===== src/rtl/sec_alarm_pkg.sv =====
// Package: shared register-index encoding and bus width for the seconds alarm.
// Assumes a word-addressed map selected by address bits [4:2].
package sec_alarm_pkg;
    localparam int BUS_W = 32;
    localparam int IDX_W = 3;
    localparam int IDX_LSB = 2;

    typedef enum logic [IDX_W-1:0] {
        IDX_LOAD    = 3'd0,
        IDX_REMAIN  = 3'd1,
        IDX_RUN     = 3'd2,
        IDX_IRQ_EN  = 3'd3,
        IDX_STATUS  = 3'd4,
        IDX_WAKE_EN = 3'd5
    } reg_idx_e;
endpackage


===== src/rtl/sec_alarm_regs.sv =====
// Module: register file and bus decode for the seconds alarm.
// It holds the load value and the three single-bit controls, and it decodes the
// load write and the status clear strobes. Read data is registered.
// Assumes: single-cycle requests, and ADDR_W large enough to cover the index bits.
module sec_alarm_regs
    import sec_alarm_pkg::*;
#(
    parameter int CNT_W  = 32,
    parameter int ADDR_W = 5
) (
    input  logic              clk,
    input  logic              rst_n,
    input  logic              req_valid_i,
    input  logic              req_write_i,
    input  logic [ADDR_W-1:0] req_addr_i,
    input  logic [BUS_W-1:0]  req_wdata_i,
    input  logic [CNT_W-1:0]  cnt_i,
    input  logic              pend_i,
    output logic              load_wr_o,
    output logic [CNT_W-1:0]  load_val_o,
    output logic              clr_o,
    output logic              run_o,
    output logic              irq_en_o,
    output logic              wake_en_o,
    output logic [BUS_W-1:0]  rdata_o
);
    localparam int NUM_CTRL = 3;
    localparam logic [IDX_W-1:0] CTRL_IDX [NUM_CTRL] = '{IDX_RUN, IDX_IRQ_EN, IDX_WAKE_EN};

    logic [IDX_W-1:0] idx;
    logic             wr_en;
    logic             rd_en;
    logic [CNT_W-1:0] load_q;
    logic [NUM_CTRL-1:0] ctrl_q;
    logic [BUS_W-1:0] rd_mux;

    // Decode the word index and the access type.
    always_comb begin
        idx   = req_addr_i[IDX_LSB +: IDX_W];
        wr_en = req_valid_i && req_write_i;
        rd_en = req_valid_i && !req_write_i;
    end

    // Produce the strobes that the counter and the flag consume.
    always_comb begin
        load_wr_o  = wr_en && (idx == IDX_LOAD);
        load_val_o = req_wdata_i[CNT_W-1:0];
        clr_o      = wr_en && (idx == IDX_STATUS) && req_wdata_i[0];
    end

    // Keep the last loaded value for readback.
    always_ff @(posedge clk) begin
        if (!rst_n)         load_q <= '0;
        else if (load_wr_o) load_q <= req_wdata_i[CNT_W-1:0];
    end

    // One flop per single-bit control register.
    for (genvar g = 0; g < NUM_CTRL; g++) begin : g_ctrl
        always_ff @(posedge clk) begin
            if (!rst_n)                             ctrl_q[g] <= 1'b0;
            else if (wr_en && idx == CTRL_IDX[g])   ctrl_q[g] <= req_wdata_i[0];
        end
    end

    assign run_o     = ctrl_q[0];
    assign irq_en_o  = ctrl_q[1];
    assign wake_en_o = ctrl_q[2];

    // Select the readback word for the addressed register.
    always_comb begin
        case (idx)
            IDX_LOAD:    rd_mux = BUS_W'(load_q);
            IDX_REMAIN:  rd_mux = BUS_W'(cnt_i);
            IDX_RUN:     rd_mux = BUS_W'(ctrl_q[0]);
            IDX_IRQ_EN:  rd_mux = BUS_W'(ctrl_q[1]);
            IDX_STATUS:  rd_mux = BUS_W'(pend_i);
            IDX_WAKE_EN: rd_mux = BUS_W'(ctrl_q[2]);
            default:     rd_mux = '0;
        endcase
    end

    // Register read data on a read request, and hold it otherwise.
    always_ff @(posedge clk) begin
        if (!rst_n)     rdata_o <= '0;
        else if (rd_en) rdata_o <= rd_mux;
    end
endmodule


===== src/rtl/sec_alarm_counter.sv =====
// Module: down-counter of remaining seconds.
// A load write sets the count at once and takes priority over a tick. A running
// tick on a nonzero count subtracts one. The expire strobe marks the 1->0 step.
// Assumes tick_i is a single-cycle pulse.
module sec_alarm_counter #(
    parameter int CNT_W = 32
) (
    input  logic             clk,
    input  logic             rst_n,
    input  logic             tick_i,
    input  logic             run_i,
    input  logic             load_wr_i,
    input  logic [CNT_W-1:0] load_val_i,
    output logic [CNT_W-1:0] cnt_o,
    output logic             expire_o
);
    logic step;

    // Decide whether this cycle decrements the count.
    always_comb begin
        step     = tick_i && run_i && (cnt_o != '0) && !load_wr_i;
        expire_o = step && (cnt_o == CNT_W'(1));
    end

    // Count register: load first, then decrement, otherwise hold.
    always_ff @(posedge clk) begin
        if (!rst_n)         cnt_o <= '0;
        else if (load_wr_i) cnt_o <= load_val_i;
        else if (step)      cnt_o <= cnt_o - CNT_W'(1);
    end
endmodule


===== src/rtl/sec_alarm_flag.sv =====
// Module: sticky pending flag, plus the masked interrupt and wakeup outputs.
// A set and a clear in the same cycle leave the flag set.
// Assumes clr_i is already qualified with the written data bit.
module sec_alarm_flag (
    input  logic clk,
    input  logic rst_n,
    input  logic set_i,
    input  logic clr_i,
    input  logic irq_en_i,
    input  logic wake_en_i,
    output logic pend_o,
    output logic irq_o,
    output logic wake_o
);
    // Pending flag: set has priority over clear.
    always_ff @(posedge clk) begin
        if (!rst_n)     pend_o <= 1'b0;
        else if (set_i) pend_o <= 1'b1;
        else if (clr_i) pend_o <= 1'b0;
    end

    // Mask the flag onto the two request lines.
    always_comb begin
        irq_o  = pend_o && irq_en_i;
        wake_o = pend_o && wake_en_i;
    end
endmodule


===== src/rtl/sec_alarm_top.sv =====
// Module: seconds countdown alarm top level.
// It connects the register file, the down-counter and the pending flag.
// Assumes: tick_i is a one-cycle pulse, and bus requests last one cycle.
module sec_alarm_top
    import sec_alarm_pkg::*;
#(
    parameter int CNT_W  = 32,
    parameter int ADDR_W = 5
) (
    input  logic              clk,
    input  logic              rst_n,
    input  logic              tick_i,
    input  logic              req_valid_i,
    input  logic              req_write_i,
    input  logic [ADDR_W-1:0] req_addr_i,
    input  logic [BUS_W-1:0]  req_wdata_i,
    output logic [BUS_W-1:0]  rsp_rdata_o,
    output logic              irq_o,
    output logic              wake_o
);
    logic             load_wr;
    logic [CNT_W-1:0] load_val;
    logic             clr;
    logic             run_q;
    logic             irq_en_q;
    logic             wake_en_q;
    logic [CNT_W-1:0] cnt_q;
    logic             expire;
    logic             pend_q;

    sec_alarm_regs #(.CNT_W(CNT_W), .ADDR_W(ADDR_W)) regs_i (
        .clk        (clk),
        .rst_n      (rst_n),
        .req_valid_i(req_valid_i),
        .req_write_i(req_write_i),
        .req_addr_i (req_addr_i),
        .req_wdata_i(req_wdata_i),
        .cnt_i      (cnt_q),
        .pend_i     (pend_q),
        .load_wr_o  (load_wr),
        .load_val_o (load_val),
        .clr_o      (clr),
        .run_o      (run_q),
        .irq_en_o   (irq_en_q),
        .wake_en_o  (wake_en_q),
        .rdata_o    (rsp_rdata_o)
    );

    sec_alarm_counter #(.CNT_W(CNT_W)) cnt_i (
        .clk       (clk),
        .rst_n     (rst_n),
        .tick_i    (tick_i),
        .run_i     (run_q),
        .load_wr_i (load_wr),
        .load_val_i(load_val),
        .cnt_o     (cnt_q),
        .expire_o  (expire)
    );

    sec_alarm_flag flag_i (
        .clk      (clk),
        .rst_n    (rst_n),
        .set_i    (expire),
        .clr_i    (clr),
        .irq_en_i (irq_en_q),
        .wake_en_i(wake_en_q),
        .pend_o   (pend_q),
        .irq_o    (irq_o),
        .wake_o   (wake_o)
    );
endmodule


===== config.mk =====
export PLATFORM = sky130hd
export DESIGN_NAME = sec_alarm_top
export DESIGN_NICKNAME = d
export VERILOG_FILES = /design/src/rtl/sec_alarm_pkg.sv /design/src/rtl/sec_alarm_regs.sv /design/src/rtl/sec_alarm_counter.sv /design/src/rtl/sec_alarm_flag.sv /design/src/rtl/sec_alarm_top.sv
export SDC_FILE = /design/constraint.sdc
export NUM_CORES = 1
export LEC_CHECK = 0
export BUFFER_PORTS_ARGS = -buffer_cell sky130_fd_sc_hd__clkbuf_2
export CAP_MARGIN = 10
export CORE_MARGIN = 4
export CORE_UTILIZATION = 45
export CTS_BUF_LIST = sky130_fd_sc_hd__clkbuf_8
export DETAILED_ROUTE_END_ITERATION = 10
export GPL_ROUTABILITY_DRIVEN = 1
export GPL_TIMING_DRIVEN = 1
export PLACE_DENSITY = 0.62
export SETUP_SLACK_MARGIN = 0.02
export SLEW_MARGIN = 20
export SYNTH_ARGS = -nofsm -noshare
export SYNTH_HDL_FRONTEND = slang
export SYNTH_SLANG_ARGS = --single-unit

===== constraint.sdc =====
create_clock -name clk -period 3.2 [get_ports clk]
set_clock_uncertainty 0.2 [all_clocks]
set_input_delay 0.64 -clock clk [delete_from_list [all_inputs] [get_ports clk]]
set_output_delay 0.64 -clock clk [all_outputs]
set_load 0.01 [all_outputs]

==> summary.md, run 1 <==
| Metric | Value |
|---|---|
| Status | complete, no violations |
| EDFF count, synth | 0 |
| DR pass1 iterations | 5 |
| R2R depth | 7 |
| Slowest-stage cell, CP | or4_4 |
| Worst-margin pin slew | 0.703 ns |
| Ports | 76 |
| Min Tclk post-route | roughly 2.7 ns |
| Setup_tns | 0 ns |
| Post-CTS setup buffer count | 0 |
| Clk pin slew, worst setup/hold paths | ~0.09 ns |
| Final setup fails | 0 |
| Synthesized area | just under 5000 um^2 |
| WS Path Type | flip-flop to flip-flop |
| Vias in the first global route | approximately 4.4k |
| # hold bufs at CTS | 0 |
| Layout Nets | 683 |
| Sequential fraction of the synthesis area | roughly two fifths |
| Area Growth Syn to Fin | 13.5% |
| HP Class | flip-flop to flip-flop |
| Mean routed wirelength per cell | roughly 17 um |
| Worst skew pair latency | ~0.37 ns |
| Hold path depth | 2 |
| Power per cell area | roughly 430 nW/um^2 |
| Placed insts | between 700 and 800 |
| Maximum VDD drop | about 0.27 mV |
| DP Area | 5320 um^2 |
| Synth Area in Compound Gates | 26.3% |
| Largest family of logic cells by synthesized area | compound AO/OA/AOI/OAI gates |
| Final Cell Area | around 5500 um^2 |
| Core ar. | 10400 um^2 |
| Leak | slightly above 2 nW |
| Global route total overflow | 0 |
| Synth Area in Simple Gates | between 20% and 30% |
| DRC | 0 |
| Commonest non-fill, non-tap cells in the layout | dfxtp_1 (100), nand2_1 (77), clkbuf_2 (73) |
| FF-to-FF Start | cnt_i.cnt_o[0] |
| Ys flop type | dfxtp_1 |
| CP Data Arrival Time | between 2 and 3 ns |
| TritonCTS clock tree | done |
| Routed via count | 4648 |
| Reg2reg end | cnt_i.cnt_o[17] |
| Post-Synth XOR/XNOR Area | 0% |
| Cts repair resizes | 0 |
| Ys async rst share | 0% |
| R2R setup slack | roughly 0.53 ns |
| GPL Wtd Cong | about 0.85 |
| Distinct cells, synth | 55 |
| Largest net degree at the start of global routing | 36 |
| Critical Path Fanout Max | 11 |
| Num CTS Buffers | 9 |
| CP max stage delay | 0.60 ns |
| Hold path startpoint | regs_i.load_q[7] |
| First-pass GRT wire length | around 22000 um |
| Total track usage | a little over a fifth |
| Share of post-route cells with drive strength above 1 | about 20% |
| Final worst path period share | around 83% |
| Synth Instances | 584 |
| Post-route ant nets | 0 |
| Max Clock Freq | between 300 and 400 MHz |
| Total power | between 2 and 2.5 mW |
| CP Capture Type | flip-flop |
| I/O Buffers | 73 |
| Required time of the worst setup path | about 3.3 ns |
| Syn Nets | ~630 |
| Post-synthesis mux area share | between 1 and 1.5% |
| Starting DRT DRC Count | 277 |
| Final hold violations | 0 |
| Commonest non-fill, non-tap cell in the layout | dfxtp_1 |
| Crit start category | flip-flop |
| Clock buffer depth | 2 |
| Vias per inst | approximately 6 |
| Die area | approximately 12000 um^2 |
| CTS H-tree lvls | 3 |
| CTS Root Cell | clkbuf_8 |
| Max-cap violations | 0 |
| Initial core utilization | 46.6% |
| Die Span Y | 112 um |
| Row cnt | 37 |
| Fin. max-slew vios | 0 |
| Routed wire length | around 13000 um |
| Yosys warns | 0 |
| Worst-path cell chain | inv_1, ha_1, nor4b_1, nand4_1, or4_4, a311oi_1, nor3_1 |
| RSZ-0062 raised after global routing | no |
| Synth Register Bits | 100 |
| Die X | approximately 110 um |
| Diode count | 0 |
| Clk sinks | 100 |
| Initial antenna violation count | 0 |
| Syn_area_per_cell | 8.27 um^2 |
| Synth Area in Adders | less than 1% |
| Detailed Place HPWL | between 8000 and 9000 um |
| Slew HR | between 50% and 60% |
| Non-filler cells, final | between 700 and 800 |
| Hold Path Sink | regs_i.load_q[7] |
[worst max-delay path by stage]
stage	from	endpoint	slack [ns]	cells after the start
after floorplan	req_addr_i[2]	cnt_i.cnt_o[30]	0.79	7
after global placement	req_addr_i[3]	cnt_i.cnt_o[24]	0.57	8
after detailed placement	req_addr_i[3]	cnt_i.cnt_o[24]	0.52	8
after CTS	cnt_i.cnt_o[0]	cnt_i.cnt_o[17]	0.57	7
after global routing	cnt_i.cnt_o[0]	cnt_i.cnt_o[17]	0.19	7
final	cnt_i.cnt_o[0]	cnt_i.cnt_o[17]	0.53	7
[cell type report]
type / instances / area, um^2
timing repair buffer: 96 / 538
inverter: 5 / 18.8
clock inverter: 4 / 20.0
sequential: 100 / 2000
tap: 136 / 170
clock buffer: 10 / 138
fill: 1042 / 4890
multi-input combinational: 427 / 2590
[flip-flops by register name, summed over array words and instances, names as in the netlist]
register,cells
regs_i.irq_en_o,1
flag_i.pend_o,1
regs_i.run_o,1
regs_i.wake_en_o,1
regs_i.rdata_o,32
cnt_i.cnt_o,32
regs_i.load_q,32
[worst max-delay path: cells and delay by family, from the launching register on]
family / cells / cell delay, ns
and+or+nand+nor: 4 / 1.39
DFF: 1 / 0.39
AOI/OAI and AO/OA: 1 / 0.29
adders and majority gates: 1 / 0.19
buffers and inverters: 1 / 0.10
[through the flow]
| stage | utilization, % | hold WS, ns | worst slack (ns) |
|---|---|---|---|
| after global routing | 52.8 | 0.270 | 0.191 |
| final | 52.8 | 0.260 | 0.532 |
| after global placement | 51.3 | 0.241 | 0.572 |
| after CTS | 52.8 | 0.259 | 0.569 |
| after detailed placement | 51.3 | 0.247 | 0.519 |
| after floorplan | - | 0.233 | 0.785 |
[cell usage after synthesis (2+ instances only)]
cell type / n / share of area [%]
a31oi_1: 22 / 2.9
or3_1: 13 / 1.7
nor4_4: 3 / 1.3
a22o_1: 29 / 5.3
and3_1: 2 / 0.26
a22oi_1: 31 / 4.8
mux2i_1: 4 / 0.83
nor3_1: 21 / 2.2
clkbuf_2: 2 / 0.21
a22o_2: 2 / 0.41
o21ai_0: 40 / 4.1
nand4_1: 5 / 0.65
or4_1: 14 / 2.2
or2_2: 2 / 0.26
buf_6: 2 / 0.47
or4_4: 3 / 0.70
nor4_1: 7 / 0.91
a21oi_1: 38 / 3.9
inv_1: 4 / 0.31
nand4b_1: 3 / 0.54
and2_1: 7 / 0.91
o31a_1: 3 / 0.54
ha_1: 2 / 0.52
nand3_1: 10 / 1.0
a311oi_1: 6 / 1.1
nand2_1: 77 / 6.0
buf_2: 5 / 0.52
and4_1: 2 / 0.36
clkbuf_1: 41 / 3.2
o41ai_1: 2 / 0.36
dfxtp_1: 100 / 41
nand2b_1: 3 / 0.39
nor3b_1: 2 / 0.31
o31ai_1: 13 / 2.0
nor2_1: 44 / 3.4
[where the power goes]
group	leakage, nW	total, mW	internal [mW]	switching (mW)
Combinational	1.12	0.357	0.120	0.237
Clock	0.0866	0.707	0.289	0.418
Sequential	0.807	1.28	1.26	0.0210
[cells by family after synthesis]
kind of cell               count (synthesis)
AOI/OAI and AO/OA                        191
adders and majority gates                  2
buffers and inverters                     57
DFF                                      100
muxes                                      5
and+or+nand+nor                          229
[routing by layer]
metal  GRT usage (%)  wire length [um]  part of all wire, %
met5               0                 0                    0
met4            6.41               181                  1.4
met3            4.46               664                  5.1
met2            33.6              6000                   46
met1            30.3              6230                   48
No activity file was read; power rests on OpenSTA's default activity.
==> run 2: changes to the inputs <==
==> constraint.sdc (replaced) <==
create_clock -name clk -period 2.7 [get_ports clk]
set_clock_uncertainty 0.2 [all_clocks]
set_input_delay 0.54 -clock clk [delete_from_list [all_inputs] [get_ports clk]]
set_output_delay 0.54 -clock clk [all_outputs]
set_load 0.01 [all_outputs]
==> run 2 against run 1 <==
  * Hold slack got worse by 0.071 ns
  * First-iteration DRC count increased by 12%
  * Critical path depth increased by 2
  * Die area unchanged
  * Non-clock buffer count unchanged
  * Sequential share of layout area decreased by 0.68 points
  * Via count decreased by 0.13%
  * Combinational power increased by 20%
  * Setup slack got worse by 0.34 ns
  * Global-route usage decreased by 0.79 points
  * Power increased by 29%
  * Sequential power increased by 19%
==> summary.md, run 2 (synthesis gave the netlist of run 1 again) <==
| Metric | Value |
|---|---|
| Final Cell Area | 5580 um^2 |
| Total track usage | roughly a fifth |
| CTS Root Cell | clkbuf_8 |
| Critical Path Fanout Max | 27 |
| Diode count | 0 |
| Global route total overflow | 0 |
| Top Registers | cnt_i.cnt_o (32), regs_i.load_q (32), regs_i.rdata_o (32) |
| HP Class | input port to flip-flop |
| Mean routed wirelength per cell | between 15 and 20 um |
| R2R depth | 9 |
| FF-to-FF Start | cnt_i.cnt_o[0] |
| Max-cap violations | 0 |
| Die X | between 100 and 150 um |
| Final setup fails | 0 |
| Clock buffer depth | 2 |
| Hold path depth | 3 |
| Slew HR | about two thirds |
| Sequential cell area | 2000 um^2 |
| RSZ-0062 raised after global routing | no |
| Required time of the worst setup path | about 2.8 ns |
| Status | complete, no violations |
| Placed insts | 764 |
| Leak | between 2 and 2.5 nW |
| Hold WS | 0.188 ns |
| Final hold violations | 0 |
| Ports | 76 |
| Die area | about 12000 um^2 |
| First-pass GRT wire length | between 20000 and 25000 um |
| Initial antenna violation count | 0 |
| Core ar. | 10400 um^2 |
| Fin. max-slew vios | 0 |
| Hold path startpoint | req_wdata_i[21] |
| CP Data Arrival Time | about 2.6 ns |
| # hold bufs at CTS | 0 |
| Max Clock Freq | between 300 and 400 MHz |
| I/O Buffers | 73 |
| CTS H-tree lvls | 3 |
| R2R setup slack | around 0.19 ns |
| Routed via count | 4642 |
| Cts repair resizes | 0 |
| Detailed Place HPWL | 8590 um |
| Vias in the first global route | 4337 |
| Die Span Y | between 100 and 150 um |
| Initial core utilization | between 40% and 50% |
| Layout Nets | 683 |
| TritonCTS clock tree | done |
| Commonest non-fill, non-tap cell in the layout | dfxtp_1 |
| Vias per inst | just under 6 |
| DR pass1 iterations | 5 |
| Min Tclk post-route | between 2 and 3 ns |
| Non-filler cells, final | 780 |
| Row cnt | 37 |
| Setup_tns | 0 ns |
| Clk sinks | 100 |
| CP Capture Type | flip-flop |
| Crit start category | flip-flop |
| Num CTS Buffers | 9 |
| Multi-input gate area | ~2600 um^2 |
| Share of post-route cells with drive strength above 1 | around a fifth |
| GPL Wtd Cong | 0.834 |
| Largest net degree at the start of global routing | 94 |
| WS Path Type | flip-flop to flip-flop |
| Clk pin slew, worst setup/hold paths | around 0.10 ns |
| Starting DRT DRC Count | around 300 |
| DRC | 0 |
| Reg2reg end | cnt_i.cnt_o[4] |
| Routed wire length | approximately 13000 um |
| Fillers | about 1.0k |
| Worst-margin pin slew | just under 0.5 ns |
| Worst skew pair latency | between 0.3 and 0.4 ns |
| Area Growth Syn to Fin | 15.6% |
| Commonest non-fill, non-tap cells in the layout | dfxtp_1 (100), nand2_1 (77), clkbuf_2 (73) |
| Maximum VDD drop | ~0.22 mV |
| DP Area | roughly 5400 um^2 |
| Final worst path period share | 93.0% |
| Total power | 3.02 mW |
| Power per cell area | between 500 and 600 nW/um^2 |
| Post-CTS setup buffer count | 0 |
| Post-route ant nets | 0 |
| Hold Path Sink | regs_i.load_q[21] |
[run 2: cell type report]
type                    count  share of cell area [%]
inverters                   5                   0.336
multi-input cells         427                    46.4
repair buffers             96                    10.3
flip-flops and latches    100                    35.9
well taps                 136                    3.05
clock inverters             7                    1.79
clock buffers               9                    2.22
[run 2: worst max-delay path, cell delays in order (launching register included)]
cell and delay [ns]:
dfxtp_1 0.48, inv_1 0.11, ha_1 0.24, nor4b_1 0.16, nand4_1 0.11, buf_4 0.15
nor4_4 0.04, buf_4 0.21, or4_2 0.55, a31oi_1 0.18
[run 2: stage by stage]
stage | setup slack, ns | util [%]
6_report | 0.189 | 53.8
5_1_grt | 0.0261 | 53.8
4_1_cts | 0.198 | 53.8
3_5_place_dp | 0.243 | 51.7
3_3_place_gp | 0.281 | 51.7
2_1_floorplan | 0.352 | -
[run 2: power breakdown]
group | switching, mW | internal (mW) | leakage, nW
Clock | 0.546 | 0.526 | 0.102
Sequential | 0.0240 | 1.49 | 0.807
Combinational | 0.279 | 0.150 | 1.14
[run 2: worst max-delay path by stage]
| stage | start | end | slack (ns) | cells after the start |
|---|---|---|---|---|
| final | cnt_i.cnt_o[0] | cnt_i.cnt_o[4] | 0.19 | 9 |
| after floorplan | cnt_i.cnt_o[0] | cnt_i.cnt_o[17] | 0.35 | 8 |
| after CTS | cnt_i.cnt_o[0] | cnt_i.cnt_o[4] | 0.20 | 9 |
| after global placement | cnt_i.cnt_o[0] | cnt_i.cnt_o[17] | 0.28 | 7 |
| after detailed placement | cnt_i.cnt_o[0] | cnt_i.cnt_o[4] | 0.24 | 9 |
| after global routing | cnt_i.cnt_o[0] | cnt_i.cnt_o[4] | 0.03 | 9 |
[run 2: metal layers]
layer  track usage [%]  share of wire [%]
met2              32.0                 45
met3              4.18                4.8
met5                 0                  0
met1              29.8                 49
met4              5.60                1.2
==> run 3: changes to the inputs <==
--- a/config.mk
+++ b/config.mk
@@ -13,9 +13,10 @@
 export DETAILED_ROUTE_END_ITERATION = 10
 export GPL_ROUTABILITY_DRIVEN = 1
 export GPL_TIMING_DRIVEN = 1
-export PLACE_DENSITY = 0.62
+export PLACE_DENSITY = 0.61
 export SETUP_SLACK_MARGIN = 0.02
 export SLEW_MARGIN = 20
 export SYNTH_ARGS = -nofsm -noshare
 export SYNTH_HDL_FRONTEND = slang
+export SYNTH_HIERARCHICAL = 1
 export SYNTH_SLANG_ARGS = --single-unit
==> run 3 against run 2 <==
  * Wire length is 4.2% higher
  * Critical path depth decreased by 2
  * Die area rose by 6.1%
  * Sequential share of layout area decreased by 0.65 points
  * Sequential cell count unchanged
  * Clock-buffer cell count grew 2
  * Largest cell class unchanged
  * Highest routed layer unchanged
  * Area after synthesis is 6.6% higher
  * Synthesized cell count grew 2.7%
  * Non-clock buffer count rose by 5
  * Sequential power barely moved
  * Critical path type unchanged
  * Cell count is 0.38% lower
==> summary.md, run 3 <==
| Metric | Value |
|---|---|
| Worst-path cell chain | inv_1, ha_1, nor3b_1, nand3_1, a21o_1, o311ai_0, o311ai_2 |
| Setup_tns | 0 ns |
| Worst-margin pin slew | ~0.53 ns |
| Top-count cell post-synth | dfxtp_1 |
| DRC | 0 |
| Final worst path period share | a little over 90% |
| Largest net degree at the start of global routing | 39 |
| Top Registers | cnt_i/cnt_o (32), regs_i/load_q (32), regs_i/rdata_o (32) |
| Crit path from | cnt_i/cnt_o[0] |
| Crit start category | flip-flop |
| CTS H-tree lvls | 3 |
| CP bufs+invs | 1 |
| Commonest non-fill, non-tap cells in the layout | dfxtp_1 (100), clkbuf_2 (73), a21oi_1 (53) |
| Distinct cells, synth | 60 |
| GPL Wtd Cong | around 0.84 |
| Starting DRT DRC Count | slightly above 300 |
| Hold path startpoint | req_wdata_i[12] |
| Largest cells by area after synthesis | dfxtp_1 (39%), mux2_1 (6.1%), a21oi_1 (5.2%) |
| Clk pin slew, worst setup/hold paths | 0.10 ns |
| Final setup fails | 0 |
| Cell taking the most area after synthesis | dfxtp_1 |
| WS Path Type | flip-flop to flip-flop |
| I/O Buffers | 73 |
| Maximum VDD drop | approximately 0.45 mV |
| Vias per inst | ~5.9 |
| CP max stage delay | ~0.4 ns |
| First-pass GRT wire length | between 20000 and 25000 um |
| # hold bufs at CTS | 0 |
| Slowest-stage cell, CP | o311ai_0 |
| Post-route ant nets | 0 |
| Worst skew pair latency | roughly 0.4 ns |
| Power per cell area | 511 nW/um^2 |
| Slew HR | a little under two thirds |
| EDFF count, synth | 0 |
| Max Clock Freq | approximately 400 MHz |
| Clk sinks | 100 |
| Post-CTS setup buffer count | 0 |
| Clock buffer depth | 2 |
| Ys async rst share | 0% |
| Post-synth top cells | dfxtp_1 (100), a21oi_1 (53), nand3_1 (48) |
| PnR worst setup slack | 0.183 ns |
| Mean routed wirelength per cell | 17.3 um |
| DR pass1 iterations | 4 |
| Initial antenna violation count | 0 |
| Die Span Y | around 110 um |
| Core ar. | around 11000 um^2 |
| Final hold violations | 0 |
| Post-synth top area share | about two fifths |
| Initial core utilization | a little under half |
| Die area | between 10000 and 15000 um^2 |
| Share of post-route cells with drive strength above 1 | between 20% and 30% |
| TritonCTS clock tree | done |
| Yosys warns | 6 |
| Total track usage | between 20% and 30% |
| HP Class | input port to flip-flop |
| Critical Path Fanout Max | 7 |
| Routed wire length | 13400 um |
| Die X | ~110 um |
| Area Growth Syn to Fin | 10.5% |
| CP Data Arrival Time | about 2.6 ns |
| Layout Nets | 676 |
| Ys flop type | dfxtp_1 |
| Fin. max-slew vios | 0 |
| Syn Nets | 644 |
| Max-cap violations | 0 |
| Synth Register Bits | 100 |
| Leak | 2.16 nW |
| Synth Instances | 600 |
| RSZ-0062 raised after global routing | no |
| Syn_area_per_cell | ~8.6 um^2 |
| Status | complete, no violations |
| Sequential fraction of the synthesis area | approximately two fifths |
| Commonest non-fill, non-tap cell in the layout | dfxtp_1 |
| CTS Root Cell | clkbuf_8 |
| Dpl ws | between 0.15 and 0.2 ns |
| Detailed Place HPWL | about 9400 um |
| Synthesized area | 5150 um^2 |
| Row cnt | 38 |
| Num CTS Buffers | 9 |
| Delay-heaviest family, CP | compound AO/OA/AOI/OAI gates |
| Routed via count | roughly 4.6k |
| Vias in the first global route | roughly 4.5k |
| FF-to-FF Start | cnt_i/cnt_o[0] |
| Final core utilization | 51.6% |
| Diode count | 0 |
| Min Tclk post-route | between 2 and 3 ns |
| Required time of the worst setup path | 2.76 ns |
| CP Capture Type | flip-flop |
| Global route total overflow | 0 |
| Cts repair resizes | 0 |
| Hold WS | 0.191 ns |
| Fillers | roughly 1.1k |
| Ports | 76 |
run 3: cell count changes after synthesis, moves of 8 or more:
cell	before	now
a22o_1	29	0
buf_4	0	33
a31oi_1	22	14
nor3_1	21	8
mux2_1	0	28
buf_2	5	16
a21oi_1	38	53
nand2_1	77	14
or3_1	13	5
clkbuf_1	41	30
xnor2_1	0	11
nand3_1	10	48
o21ai_1	1	30
run 3: cell families (layout without fill, tap and decap cells):
family / Yosys count / count (layout) / synth area share [%]
AO/OA/AOI/OAI: 198 / 198 / 23.7
XOR/XNOR: 11 / 11 / 1.87
adder cells (fa/ha/maj): 2 / 2 / 0.486
buffers and inverters: 91 / 128 / 9.43
flip-flops: 100 / 100 / 38.9
multiplexers: 34 / 34 / 7.44
AND/OR/NAND/NOR: 164 / 164 / 18.2
run 3: tightest hold or removal path, stage by stage:
cell and delay [ns]:
clkbuf_2 0.09, nand3_1 0.06, a21oi_1 0.05
run 3: layout make-up:
| class | count | area (um^2) | share of cell area [%] |
|---|---|---|---|
| Sequential cell | 100 | 2000 | 35.2 |
| Tap cell | 140 | 175 | 3.08 |
| Inverter | 11 | 41.3 | 0.726 |
| Timing Repair Buffer | 101 | 588 | 10.3 |
| Clock buffer | 11 | 151 | 2.66 |
| Multi-Input combinational cell | 409 | 2670 | 46.9 |
| Clock inverter | 5 | 60.1 | 1.06 |
run 3: metal layers:
metal  wire, um  GRT usage [%]
met1       6170           27.7
met2       6370           33.9
met3        638           4.63
met4        243           7.36
met5          0              0
run 3: path summary, 6_finish.rpt:
kind,to,slack (ns),cells past startpoint
setup / recovery,cnt_i/cnt_o[22],0.18,7
hold / removal,regs_i/load_q[12],0.19,3
setup reg to reg,cnt_i/cnt_o[22],0.18,7
hold reg to reg,regs_i/rdata_o[0],0.28,2
run 3: report_power, final:
part           internal, mW  switching, mW
Combinational         0.133          0.239
Sequential             1.49         0.0218
Clock                 0.480          0.536
run 3: stage by stage:
step / std cells / area (um^2) / power (mW)
finish: 777 / 5690 / 2.90
global route: 777 / 5690 / 3.03
CTS: 777 / 5690 / 2.94
detailed placement: 761 / 5480 / 1.92
global placement: 761 / 5480 / 1.91
floorplan: 600 / 5150 / 1.81
